### config.mk
export PLATFORM = sky130hd
export DESIGN_NAME = rtc_alarm_unit
export DESIGN_NICKNAME = d
export VERILOG_FILES = /design/src/rtl/rtc_pkg.sv /design/src/rtl/rtc_timebase.sv /design/src/rtl/rtc_counters.sv /design/src/rtl/rtc_countdown.sv /design/src/rtl/rtc_alarm_unit.sv
export SDC_FILE = /design/constraint.sdc
export NUM_CORES = 1
export LEC_CHECK = 0
export BUFFER_PORTS_ARGS = -buffer_cell sky130_fd_sc_hd__buf_2
export CORE_MARGIN = 8
export CORE_UTILIZATION = 45
export CTS_CLUSTER_SIZE = 12
export DETAILED_ROUTE_END_ITERATION = 8
export PLACE_DENSITY = 0.71
export RECOVER_POWER = 25
export SYNTH_ARGS = -nofsm -noshare
export SYNTH_HDL_FRONTEND = slang
export SYNTH_SLANG_ARGS = --single-unit
### constraint.sdc
create_clock -name clk -period 9.3 [get_ports clk]
set_input_delay 1.395 -clock clk [delete_from_list [all_inputs] [get_ports clk]]
set_output_delay 1.395 -clock clk [all_outputs]
set_load 0.02 [all_outputs]
### src/rtl/rtc_pkg.sv
// Shared constants for the real-time clock: register offsets, interrupt
// bit positions and the order of staged (boundary-applied) registers.
// Assumes byte offsets fit in 8 bits.
package rtc_pkg;
    localparam int DATA_W = 32;

    localparam logic [7:0] OFS_BUSY   = 8'h04;
    localparam logic [7:0] OFS_SEC    = 8'h08;
    localparam logic [7:0] OFS_SHADOW = 8'h0C;
    localparam logic [7:0] OFS_MS     = 8'h10;
    localparam logic [7:0] OFS_SALM0  = 8'h14;
    localparam logic [7:0] OFS_SALM1  = 8'h18;
    localparam logic [7:0] OFS_MALM   = 8'h1C;
    localparam logic [7:0] OFS_SCDN   = 8'h20;
    localparam logic [7:0] OFS_MCDN   = 8'h24;
    localparam logic [7:0] OFS_MASK   = 8'h28;
    localparam logic [7:0] OFS_STAT   = 8'h2C;

    // interrupt bit positions, shared by mask and status
    localparam int IRQ_SALM0 = 0;
    localparam int IRQ_SALM1 = 1;
    localparam int IRQ_MALM  = 2;
    localparam int IRQ_SCDN  = 3;
    localparam int IRQ_MCDN  = 4;
    localparam int IRQ_W     = 5;

    // staged register slots
    localparam int STG_SEC   = 0;
    localparam int STG_MS    = 1;
    localparam int STG_SALM0 = 2;
    localparam int STG_SALM1 = 3;
    localparam int STG_MALM  = 4;
    localparam int STG_SCDN  = 5;
    localparam int STG_MCDN  = 6;
    localparam int STG_N     = 7;

    localparam int CDN_EN_BIT = 31;
    localparam int CDN_LOAD_W = 28;
    localparam int CDN_N      = 2;

    // Byte offset that feeds a given staged slot.
    function automatic logic [7:0] stage_offset(input int idx);
        case (idx)
            STG_SEC:   return OFS_SEC;
            STG_MS:    return OFS_MS;
            STG_SALM0: return OFS_SALM0;
            STG_SALM1: return OFS_SALM1;
            STG_MALM:  return OFS_MALM;
            STG_SCDN:  return OFS_SCDN;
            default:   return OFS_MCDN;
        endcase
    endfunction
endpackage

### src/rtl/rtc_timebase.sv
// Turns slow-clock tick enables into a millisecond step and a copy
// boundary strobe. Assumes tick_en is a single-cycle pulse in clk domain.
module rtc_timebase #(
    parameter int TICKS_PER_MS = 32,
    parameter int COPY_TICKS   = 8
) (
    input  logic clk,
    input  logic rst_n,
    input  logic tick_en,
    output logic ms_step,
    output logic copy_evt,
    output logic copy_phase
);
    localparam int ACC_W = (TICKS_PER_MS > 1) ? $clog2(TICKS_PER_MS) : 1;
    localparam int CPH_W = (COPY_TICKS > 1) ? $clog2(COPY_TICKS) : 1;
    localparam logic [ACC_W-1:0] ACC_LAST = ACC_W'(TICKS_PER_MS - 1);
    localparam logic [CPH_W-1:0] CPH_LAST = CPH_W'(COPY_TICKS - 1);

    logic [ACC_W-1:0] acc_q;
    logic [CPH_W-1:0] cph_q;

    assign ms_step    = tick_en && (acc_q == ACC_LAST);
    assign copy_phase = (cph_q == CPH_LAST);
    assign copy_evt   = tick_en && copy_phase;

    // fractional tick-to-millisecond accumulator
    always_ff @(posedge clk) begin
        if (!rst_n)       acc_q <= '0;
        else if (ms_step) acc_q <= '0;
        else if (tick_en) acc_q <= acc_q + 1'b1;
    end

    // copy-window phase counter
    always_ff @(posedge clk) begin
        if (!rst_n)        cph_q <= '0;
        else if (copy_evt) cph_q <= '0;
        else if (tick_en)  cph_q <= cph_q + 1'b1;
    end
endmodule

### src/rtl/rtc_counters.sv
// Seconds and milliseconds counters, their bus-side views and the three
// match alarms. Loads come pre-qualified with a copy boundary.
module rtc_counters #(
    parameter int MS_PER_SEC = 1000
) (
    input  logic        clk,
    input  logic        rst_n,
    input  logic        ms_step,
    input  logic        copy_evt,
    input  logic        ld_sec,
    input  logic [31:0] ld_sec_val,
    input  logic        ld_ms,
    input  logic [31:0] ld_ms_val,
    input  logic [31:0] alm_sec0,
    input  logic [31:0] alm_sec1,
    input  logic [31:0] alm_ms,
    output logic [31:0] ms_cnt,
    output logic [31:0] sec_view,
    output logic [31:0] ms_view,
    output logic        sec_step,
    output logic        evt_salm0,
    output logic        evt_salm1,
    output logic        evt_malm
);
    localparam logic [31:0] MS_LAST = 32'(MS_PER_SEC - 1);
    localparam logic [31:0] MS_LIM  = 32'(MS_PER_SEC);

    logic [31:0] sec_q, ms_q;
    logic [31:0] ms_inc, sec_inc, ms_nx, sec_nx;

    assign ms_cnt = ms_q;

    // increment values and override selection for this cycle
    always_comb begin
        sec_step = ms_step && (ms_q == MS_LAST);
        ms_inc   = sec_step ? 32'd0 : ms_q + 32'd1;
        sec_inc  = sec_q + 32'd1;
        ms_nx    = ms_step ? ms_inc : ms_q;
        sec_nx   = sec_step ? sec_inc : sec_q;
        if (ld_ms)  ms_nx  = (ld_ms_val < MS_LIM) ? ld_ms_val : 32'd0;
        if (ld_sec) sec_nx = ld_sec_val;
    end

    assign evt_malm  = ms_step && (ms_inc == alm_ms);
    assign evt_salm0 = sec_step && (sec_inc == alm_sec0);
    assign evt_salm1 = sec_step && (sec_inc == alm_sec1);

    // live counters
    always_ff @(posedge clk) begin
        if (!rst_n) begin
            sec_q <= '0;
            ms_q  <= '0;
        end else begin
            sec_q <= sec_nx;
            ms_q  <= ms_nx;
        end
    end

    // bus-side views refreshed only on a copy boundary
    always_ff @(posedge clk) begin
        if (!rst_n) begin
            sec_view <= '0;
            ms_view  <= '0;
        end else if (copy_evt) begin
            sec_view <= sec_nx;
            ms_view  <= ms_nx;
        end
    end
endmodule

### src/rtl/rtc_countdown.sv
// One self-disarming countdown: loaded with {enable, count}, steps down
// on each qualified step and fires once when it runs out.
module rtc_countdown
    import rtc_pkg::*;
#(
    parameter int LOAD_W = CDN_LOAD_W
) (
    input  logic              clk,
    input  logic              rst_n,
    input  logic              load,
    input  logic [31:0]       load_val,
    input  logic              step,
    output logic              en,
    output logic [LOAD_W-1:0] remain,
    output logic              fire
);
    logic run_out;

    assign run_out = (remain <= LOAD_W'(1));
    assign fire    = en && step && !load && run_out;

    // load, decrement and self-clear
    always_ff @(posedge clk) begin
        if (!rst_n) begin
            en     <= 1'b0;
            remain <= '0;
        end else if (load) begin
            en     <= load_val[CDN_EN_BIT];
            remain <= load_val[LOAD_W-1:0];
        end else if (en && step) begin
            if (run_out) begin
                en     <= 1'b0;
                remain <= '0;
            end else begin
                remain <= remain - 1'b1;
            end
        end
    end
endmodule

### src/rtl/rtc_alarm_unit.sv
// Real-time clock top: register decode, write staging until the copy
// boundary, shadow capture, mask/status and combined interrupt.
// Assumes ADDR_W >= 8 and a synchronous tick enable.
module rtc_alarm_unit
    import rtc_pkg::*;
#(
    parameter int TICKS_PER_MS = 32,
    parameter int COPY_TICKS   = 8,
    parameter int MS_PER_SEC   = 1000,
    parameter int ADDR_W       = 8
) (
    input  logic              clk,
    input  logic              rst_n,
    input  logic              tick_en,
    input  logic              bus_wr,
    input  logic              bus_rd,
    input  logic [ADDR_W-1:0] bus_addr,
    input  logic [31:0]       bus_wdata,
    output logic [31:0]       bus_rdata,
    output logic              irq
);
    logic ms_step, copy_evt, copy_phase, sec_step;
    logic [31:0] sec_view, ms_view, ms_cnt, shadow_q;
    logic [31:0] alm_sec0_q, alm_sec1_q, alm_ms_q;
    logic [31:0] stage_val [STG_N];
    logic [STG_N-1:0] stage_pend, stage_hit;
    logic stg_wr, busy;
    logic evt_salm0, evt_salm1, evt_malm;
    logic [CDN_N-1:0] cdn_en, cdn_fire;
    logic [CDN_LOAD_W-1:0] cdn_remain [CDN_N];
    logic [IRQ_W-1:0] mask_q, status_q, evt_vec, clr_vec;
    logic wr_mask, wr_stat, rd_ms;

    rtc_timebase #(.TICKS_PER_MS(TICKS_PER_MS), .COPY_TICKS(COPY_TICKS)) u_tb (
        .clk(clk), .rst_n(rst_n), .tick_en(tick_en),
        .ms_step(ms_step), .copy_evt(copy_evt), .copy_phase(copy_phase)
    );

    // staging slots, one per boundary-applied register
    for (genvar s = 0; s < STG_N; s++) begin : g_stage
        assign stage_hit[s] = bus_wr && (bus_addr == ADDR_W'(stage_offset(s)));
        // capture write, hold until the next boundary consumes it
        always_ff @(posedge clk) begin
            if (!rst_n) begin
                stage_val[s]  <= '0;
                stage_pend[s] <= 1'b0;
            end else if (stage_hit[s]) begin
                stage_val[s]  <= bus_wdata;
                stage_pend[s] <= 1'b1;
            end else if (copy_evt) begin
                stage_pend[s] <= 1'b0;
            end
        end
    end

    assign stg_wr = |stage_hit;
    assign busy   = copy_phase || (|stage_pend);

    rtc_counters #(.MS_PER_SEC(MS_PER_SEC)) u_cnt (
        .clk(clk), .rst_n(rst_n), .ms_step(ms_step), .copy_evt(copy_evt),
        .ld_sec(copy_evt && stage_pend[STG_SEC]), .ld_sec_val(stage_val[STG_SEC]),
        .ld_ms(copy_evt && stage_pend[STG_MS]), .ld_ms_val(stage_val[STG_MS]),
        .alm_sec0(alm_sec0_q), .alm_sec1(alm_sec1_q), .alm_ms(alm_ms_q),
        .ms_cnt(ms_cnt), .sec_view(sec_view), .ms_view(ms_view),
        .sec_step(sec_step), .evt_salm0(evt_salm0), .evt_salm1(evt_salm1),
        .evt_malm(evt_malm)
    );

    // alarm thresholds applied on the boundary
    always_ff @(posedge clk) begin
        if (!rst_n) begin
            alm_sec0_q <= '0;
            alm_sec1_q <= '0;
            alm_ms_q   <= '0;
        end else if (copy_evt) begin
            if (stage_pend[STG_SALM0]) alm_sec0_q <= stage_val[STG_SALM0];
            if (stage_pend[STG_SALM1]) alm_sec1_q <= stage_val[STG_SALM1];
            if (stage_pend[STG_MALM])  alm_ms_q   <= stage_val[STG_MALM];
        end
    end

    // countdowns: slot 0 steps on seconds, slot 1 on milliseconds
    for (genvar c = 0; c < CDN_N; c++) begin : g_cdn
        logic step_c;
        assign step_c = (c == 0) ? sec_step : ms_step;
        rtc_countdown u_cd (
            .clk(clk), .rst_n(rst_n),
            .load(copy_evt && stage_pend[STG_SCDN + c]),
            .load_val(stage_val[STG_SCDN + c]),
            .step(step_c), .en(cdn_en[c]), .remain(cdn_remain[c]),
            .fire(cdn_fire[c])
        );
    end

    assign wr_mask = bus_wr && (bus_addr == ADDR_W'(OFS_MASK));
    assign wr_stat = bus_wr && (bus_addr == ADDR_W'(OFS_STAT));
    assign rd_ms   = bus_rd && (bus_addr == ADDR_W'(OFS_MS));

    always_comb begin
        evt_vec            = '0;
        evt_vec[IRQ_SALM0] = evt_salm0;
        evt_vec[IRQ_SALM1] = evt_salm1;
        evt_vec[IRQ_MALM]  = evt_malm;
        evt_vec[IRQ_SCDN]  = cdn_fire[0];
        evt_vec[IRQ_MCDN]  = cdn_fire[1];
        clr_vec            = wr_stat ? bus_wdata[IRQ_W-1:0] : '0;
    end

    // sticky status with write-one-to-clear, events win
    always_ff @(posedge clk) begin
        if (!rst_n) status_q <= '0;
        else        status_q <= (status_q & ~clr_vec) | evt_vec;
    end

    // interrupt mask, written immediately
    always_ff @(posedge clk) begin
        if (!rst_n)       mask_q <= '0;
        else if (wr_mask) mask_q <= bus_wdata[IRQ_W-1:0];
    end

    // shadow seconds captured by a milliseconds read
    always_ff @(posedge clk) begin
        if (!rst_n)     shadow_q <= '0;
        else if (rd_ms) shadow_q <= sec_view;
    end

    // read multiplexer
    always_comb begin
        bus_rdata = '0;
        case (bus_addr)
            ADDR_W'(OFS_BUSY):   bus_rdata = {31'd0, busy};
            ADDR_W'(OFS_SEC):    bus_rdata = sec_view;
            ADDR_W'(OFS_SHADOW): bus_rdata = shadow_q;
            ADDR_W'(OFS_MS):     bus_rdata = ms_view;
            ADDR_W'(OFS_SALM0):  bus_rdata = alm_sec0_q;
            ADDR_W'(OFS_SALM1):  bus_rdata = alm_sec1_q;
            ADDR_W'(OFS_MALM):   bus_rdata = alm_ms_q;
            ADDR_W'(OFS_SCDN):   bus_rdata = {cdn_en[0], 3'd0, cdn_remain[0]};
            ADDR_W'(OFS_MCDN):   bus_rdata = {cdn_en[1], 3'd0, cdn_remain[1]};
            ADDR_W'(OFS_MASK):   bus_rdata = {27'd0, mask_q};
            ADDR_W'(OFS_STAT):   bus_rdata = {27'd0, status_q};
            default:             bus_rdata = '0;
        endcase
    end

    assign irq = |(status_q & mask_q);
endmodule


==> results.cfg, run 1 <==
[outcome]
status = finished with violations
violations = capacitance limit, slew limit

[worst_hold_path]
min_path_type = flop to flop
worstHoldStart = shadow_q[5]

[timing]
slew_viol_final = 634
period_share_pct = 75.1
fin_setup_tns_ps = 0
hold_violations = 0
finClkSkew_ps = 24.5
whs_ps = 454
max_slew_margin_pct = -117
rsz0062_at_grt = no
finalCriticalPeriod_ps = 6990
tightest_slew_ps = 3250
max_freq_mhz = 143
setup_violations = 0

[setup_path]
required_ps = 9840
start_kind = input pin
cp_cell_sequence = buf_2, buf_4, clkinvlp_2, clkbuf_1, a2111oi_0, nand3_1, nor4_1, nand4_1, o31ai_1
arrival_ps = 7530
cp_max_fo = 60
r2r-start = u_tb.cph_q[0]
critPathKind = input pin to flop
endpoint_kind = flop
slowest_delay_ps = 2280
cp-startpoint = rst_n
cp_slowest_cell = clkinvlp_2

[placed_design]
gp_congestion = 0.994
placed_cell_area_sq_um = 27400
dp.cells = 3580
hpwl_microns = 76500
io_buffers = 77

[run]
maxCapViolCount = 15

[floorplan]
dieHeight_microns = 259
num_rows = 89
dieArea_sq_um = 67000
die_x_microns = 259
start_util_pct = 45.2
io_pins = 78
core_sq_um = 58700

[final_layout]
finalInstanceArea_sq_um = 29300
stdcell_count = 3693
layout_commonest_cell = nand2_1
mostFrequentLayoutCells = 427 x nand2_1, 339 x dfxtp_1, 253 x a21oi_1
synthToLayoutAreaGrowth_pct = 10.3
final_nets = 2923
drive_above_1_share_pct = 7.75

[yosys]
yosys.cell_types.count = 84
syn_nets = 2952
postSynthAreaPerCell_sq_um = 9.16
synth_edf_count = 218
async_reset_ff_share_pct = 0
yosys_register_bits = 557
seq_area_frac_synth_pct = 50.2
yosys_warnings = 0
syn-cell-area_sq_um = 26500
ys.flop_type = dfxtp_1
synth_cells = 2897

[cts]
clock-root-buffer = clkbuf_16
cts_resized = 0
htree_num_levels = 2
tritoncts = yes
hold_buffers = 0
clkLatencyLatePin_ps = 650
numCtsBuffers = 59
cts.clk_slew.worst_paths_ps = 60
clkSinkCount = 557
post-cts-setup-buffers = 0
cts_buffer_depth = 3

[routing]
route.final.wire_length_microns = 108000
dr.pass1.iters = 6
drc = 0
viasPerCell = 6.51
num_vias = 24000
drt_first_iter_violations = 3310
ant_nets = 0
wl_per_cell_microns = 29.2

[global_routing]
use_met3_pct = 8.08
grt_most_used_layer = met2
gr-usage-all-layers_pct = 31.2
grt_overflow = 0
grtUsageMet1_pct = 42.9
grt_max_degree = 64
grt_pass1_wl_microns = 155000
grt_pass1_vias = 22000
use_met2_pct = 47.0
grt_antenna_before_repair = 10

[power]
leakage_nw = 10.3
power_mw = 5.07
ir_drop_uv = 144
p_per_area_nw_per_um2 = 173
==> power by group <==
group / internal, mW / switching [mW]
Combinational: 0.0176 / 0.101
Sequential: 2.58 / 0.0169
Clock: 1.33 / 1.02
==> path summary, 6_finish.rpt <==
check	end	slack, ps	depth (start not counted)
max reg2reg	u_cnt.sec_view[18]	3000	8
min reg2reg	shadow_q[5]	450	2
max	status_q[2]	2310	9
min	shadow_q[5]	450	2
==> registers in the layout, summed over array words and instances, names as in the netlist, 32 cells and up <==
| register | cells |
|---|---|
| alm_sec0_q | 32 |
| stage_val | 218 |
| shadow_q | 32 |
| alm_ms_q | 32 |
| u_cnt.ms_cnt | 32 |
| u_cnt.sec_view | 32 |
| u_cnt.sec_q | 32 |
| u_cnt.ms_view | 32 |
| g_cdn.u_cd.remain | 56 |
| alm_sec1_q | 32 |
==> area by class of cell <==
type                    count  area, sq um
fillers                  5456        29400
multi-input cells        2107        12300
clock inverters            18          181
diodes                      2         5.00
inverters                  27          103
repair buffers            116          624
flip-flops and latches    557        13300
clock buffers              93         1730
well taps                 773          967
==> metal layers <==
metal / vias to the layer above / wire (microns)
met5: - / 25
met4: 4 / 4700
met3: 275 / 13000
met2: 1567 / 46700
met1: 11800 / 43500
li1: 10400 / -
==> cells in the mapped netlist (27+ instances only) <==
master      n  area (sq um)
a21oi_1   253          1270
a22oi_1   131           983
and2_1    224          1400
and3_1     33           206
clkbuf_1  179           672
dfxtp_1   339          6790
edfxtp_1  218          6550
inv_1      27           101
nand2_1   429          1610
nand3_1    70           350
nand4_1    62           388
nor2_1    191           717
nor3_1     65           325
nor4_1     43           269
o21ai_0   107           536
o22a_1     53           464
or3_1      27           169
xnor2_1    77           674
xor2_1     65           569
==> metrics by stage <==
stage                     utilization, %  setup WS, ps
final                               49.9          2310
after global routing                49.9          2090
after CTS                           50.0          3860
after detailed placement            46.8          3870
after global placement              46.8          3900
after floorplan                        -          4760
==> cells by family after synthesis <==
group / share of synthesized area (%)
mux: 0.377
xor+xnor: 4.79
buf+inv: 3.52
fa+ha+maj: 0.471
flops: 50.2
simple gates: 23.4
compound gates: 17.2
==> worst max-delay path: cells and delay by family <==
kind | cells | cell delay (ps)
compound gates | 2 | 930
buf+inv | 4 | 4450
simple gates | 3 | 660
No activity file was read; power rests on OpenSTA's default activity.
==> run 2, diff against run 1 <==
- ABC_AREA: not set -> 1
- PLACE_DENSITY: 0.71 -> 0.73
- clock period: 9.3 -> 6.1 ns (I/O delays scaled with it)
==> run 2 against run 1 <==
  * The flow still finishes with violations (capacitance limit, slew limit)
  * Synthesized cell count grew 20%
  * Clock power is 64% higher
  * Sequential power up 52%
  * Critical path depth shrank 5
  * Critical endpoint is now u_cnt.ms_view[26]
  * Largest cell class unchanged
==> results.cfg, run 2 <==
[power]
ir_drop_uv = 278
leakage_nw = 11.6
p_per_area_nw_per_um2 = 266
power_mw = 8.04

[placed_design]
placed_cell_area_sq_um = 28200
io_buffers = 77
gp_congestion = 0.998
hpwl_microns = 73800

[cts]
htree_num_levels = 2
tritoncts = yes
cts_buffer_depth = 3
clock-root-buffer = clkbuf_16
numCtsBuffers = 60
hold_buffers = 0
cts_resized = 0
post-cts-setup-buffers = 0
clkSinkCount = 557
cts.clk_slew.worst_paths_ps = 60
clkLatencyLatePin_ps = 640

[routing]
dr.pass1.iters = 6
ant_nets = 0
drc = 0
drt_first_iter_violations = 3986
viasPerCell = 5.87
route.final.wire_length_microns = 103000
num_vias = 25400
wl_per_cell_microns = 23.9

[timing]
max_slew_margin_pct = -91.4
setup_violations = 0
period_share_pct = 86.1
hold_violations = 0
fin_setup_tns_ps = 0
rsz0062_at_grt = no
slew_viol_final = 295
finalCriticalPeriod_ps = 5250
tightest_slew_ps = 2870
finClkSkew_ps = 29.4
max_freq_mhz = 190

[final_layout]
reg_top3 = stage_val x218, g_cdn.u_cd.remain x56
fin_util_pct = 50.5
regMostFlops = stage_val
drive_above_1_share_pct = 8.28
layout_commonest_cell = nand2_1
largest_reg_flops = 218
final_nets = 3543
mostFrequentLayoutCells = 646 x nand2_1, 575 x nor2_1, 369 x inv_1
finalInstanceArea_sq_um = 30200
synthToLayoutAreaGrowth_pct = 11.6

[global_routing]
gr-usage-all-layers_pct = 29.4
grt_pass1_vias = 22800
grt_pass1_wl_microns = 150000
grt_max_degree = 94
grt_overflow = 0
grt_antenna_before_repair = 3

[floorplan]
dieArea_sq_um = 68300
start_util_pct = 45.2
core_sq_um = 59900
num_rows = 90
io_pins = 78
die_x_microns = 261
dieHeight_microns = 261

[worst_hold_path]
min_path_type = flop to flop

[setup_path]
required_ps = 6640
cp_max_fo = 77
slowest_delay_ps = 1970
cp_cell_sequence = clkbuf_1, inv_2, buf_4, a211oi_1
path_delay_family = buffers and inverters
cp_slowest_cell = clkbuf_1
endpoint_kind = flop
critPathBufInv = 3
arrival_ps = 5790
start_kind = input pin
critPathKind = input pin to flop

[yosys]
yosysMostFrequentCell = nand2_1
yosys.cell_types.count = 54
synth_edf_count = 218
postSynthAreaPerCell_sq_um = 7.81
yosys_warnings = 0
synthTopCellsByCount = 650 x nand2_1, 577 x nor2_1, 369 x inv_1
yosysTopAreaCell = dfxtp_1
syn-cell-area_sq_um = 27100
synth_cells = 3470
synth_top_area_share_pct = 25.0
syn_nets = 3525
ys.flop_type = dfxtp_1
seq_area_frac_synth_pct = 49.2
async_reset_ff_share_pct = 0
synth_area_leaders = dfxtp_1 25%, edfxtp_1 24%, nand2_1 9.0%
yosys_register_bits = 557

[run]
maxCapViolCount = 7

[outcome]
violations = capacitance limit, slew limit
status = finished with violations
run 2: power breakdown:
| part | internal [mW] | total (mW) | switching [mW] | leakage (nW) |
|---|---|---|---|---|
| logic | 0.0325 | 0.217 | 0.184 | 5.82 |
| registers | 3.94 | 3.96 | 0.0235 | 4.80 |
| clock network | 2.30 | 3.86 | 1.56 | 1.01 |
run 2: routing by layer:
metal / global-route usage [%] / vias to the layer above / wire (microns)
met5: 0 / - / 16
met4: 13.6 / 2 / 5120
met3: 6.28 / 246 / 13100
met2: 44.0 / 1659 / 43900
met1: 40.6 / 11900 / 41100
li1: - / 11600 / -
run 2: final timing paths:
kind                      start                       end  slack [ps]  depth (start not counted)
hold reg to reg   u_tb.acc_q[4]             u_tb.acc_q[4]         470                          2
setup reg to reg  u_tb.acc_q[1]  g_cdn[0].u_cd.remain[20]        2230                         16
hold / removal    u_tb.acc_q[4]             u_tb.acc_q[4]         470                          2
setup / recovery          rst_n         u_cnt.ms_view[26]         850                          4
run 2: worst register-to-register path, cell delays in order, from the launching register on:
cell	delay, ps
dfxtp_1	370
ha_1	200
inv_1	60
nor3_1	150
ha_1	180
nand2_2	140
inv_2	100
nand3_1	90
nor2_1	110
nand3_1	70
buf_4	260
inv_2	470
nand2_1	160
nand2_2	490
inv_2	410
a211oi_1	370
a211oi_1	80
run 2: cell type report:
type | instances | area, sq um
antenna | 4 | 10.0
clock buffer | 92 | 1790
clock inverter | 22 | 288
fill | 5816 | 29700
inverter | 385 | 1450
multi-input combinational | 2368 | 11700
sequential | 557 | 13300
tap | 782 | 978
timing repair buffer | 116 | 658
run 2: metrics by stage:
step,hold slack (ps),setup WS [ps],std cells
floorplan,430,1330,3470
CTS,467,1370,4322
detailed placement,458,1370,4208
finish,468,848,4326
global route,493,761,4322
global placement,452,1370,4208
run 2: cells by family after synthesis:
logic type               Yosys count  synth area share, %
AO/OA/AOI/OAI                    733                 15.9
XOR/XNOR                          75                 2.71
adder cells (fa/ha/maj)           10                0.462
buffers and inverters            545                 7.69
flip-flops                       557                 49.2
AND/OR/NAND/NOR                 1550                 24.1
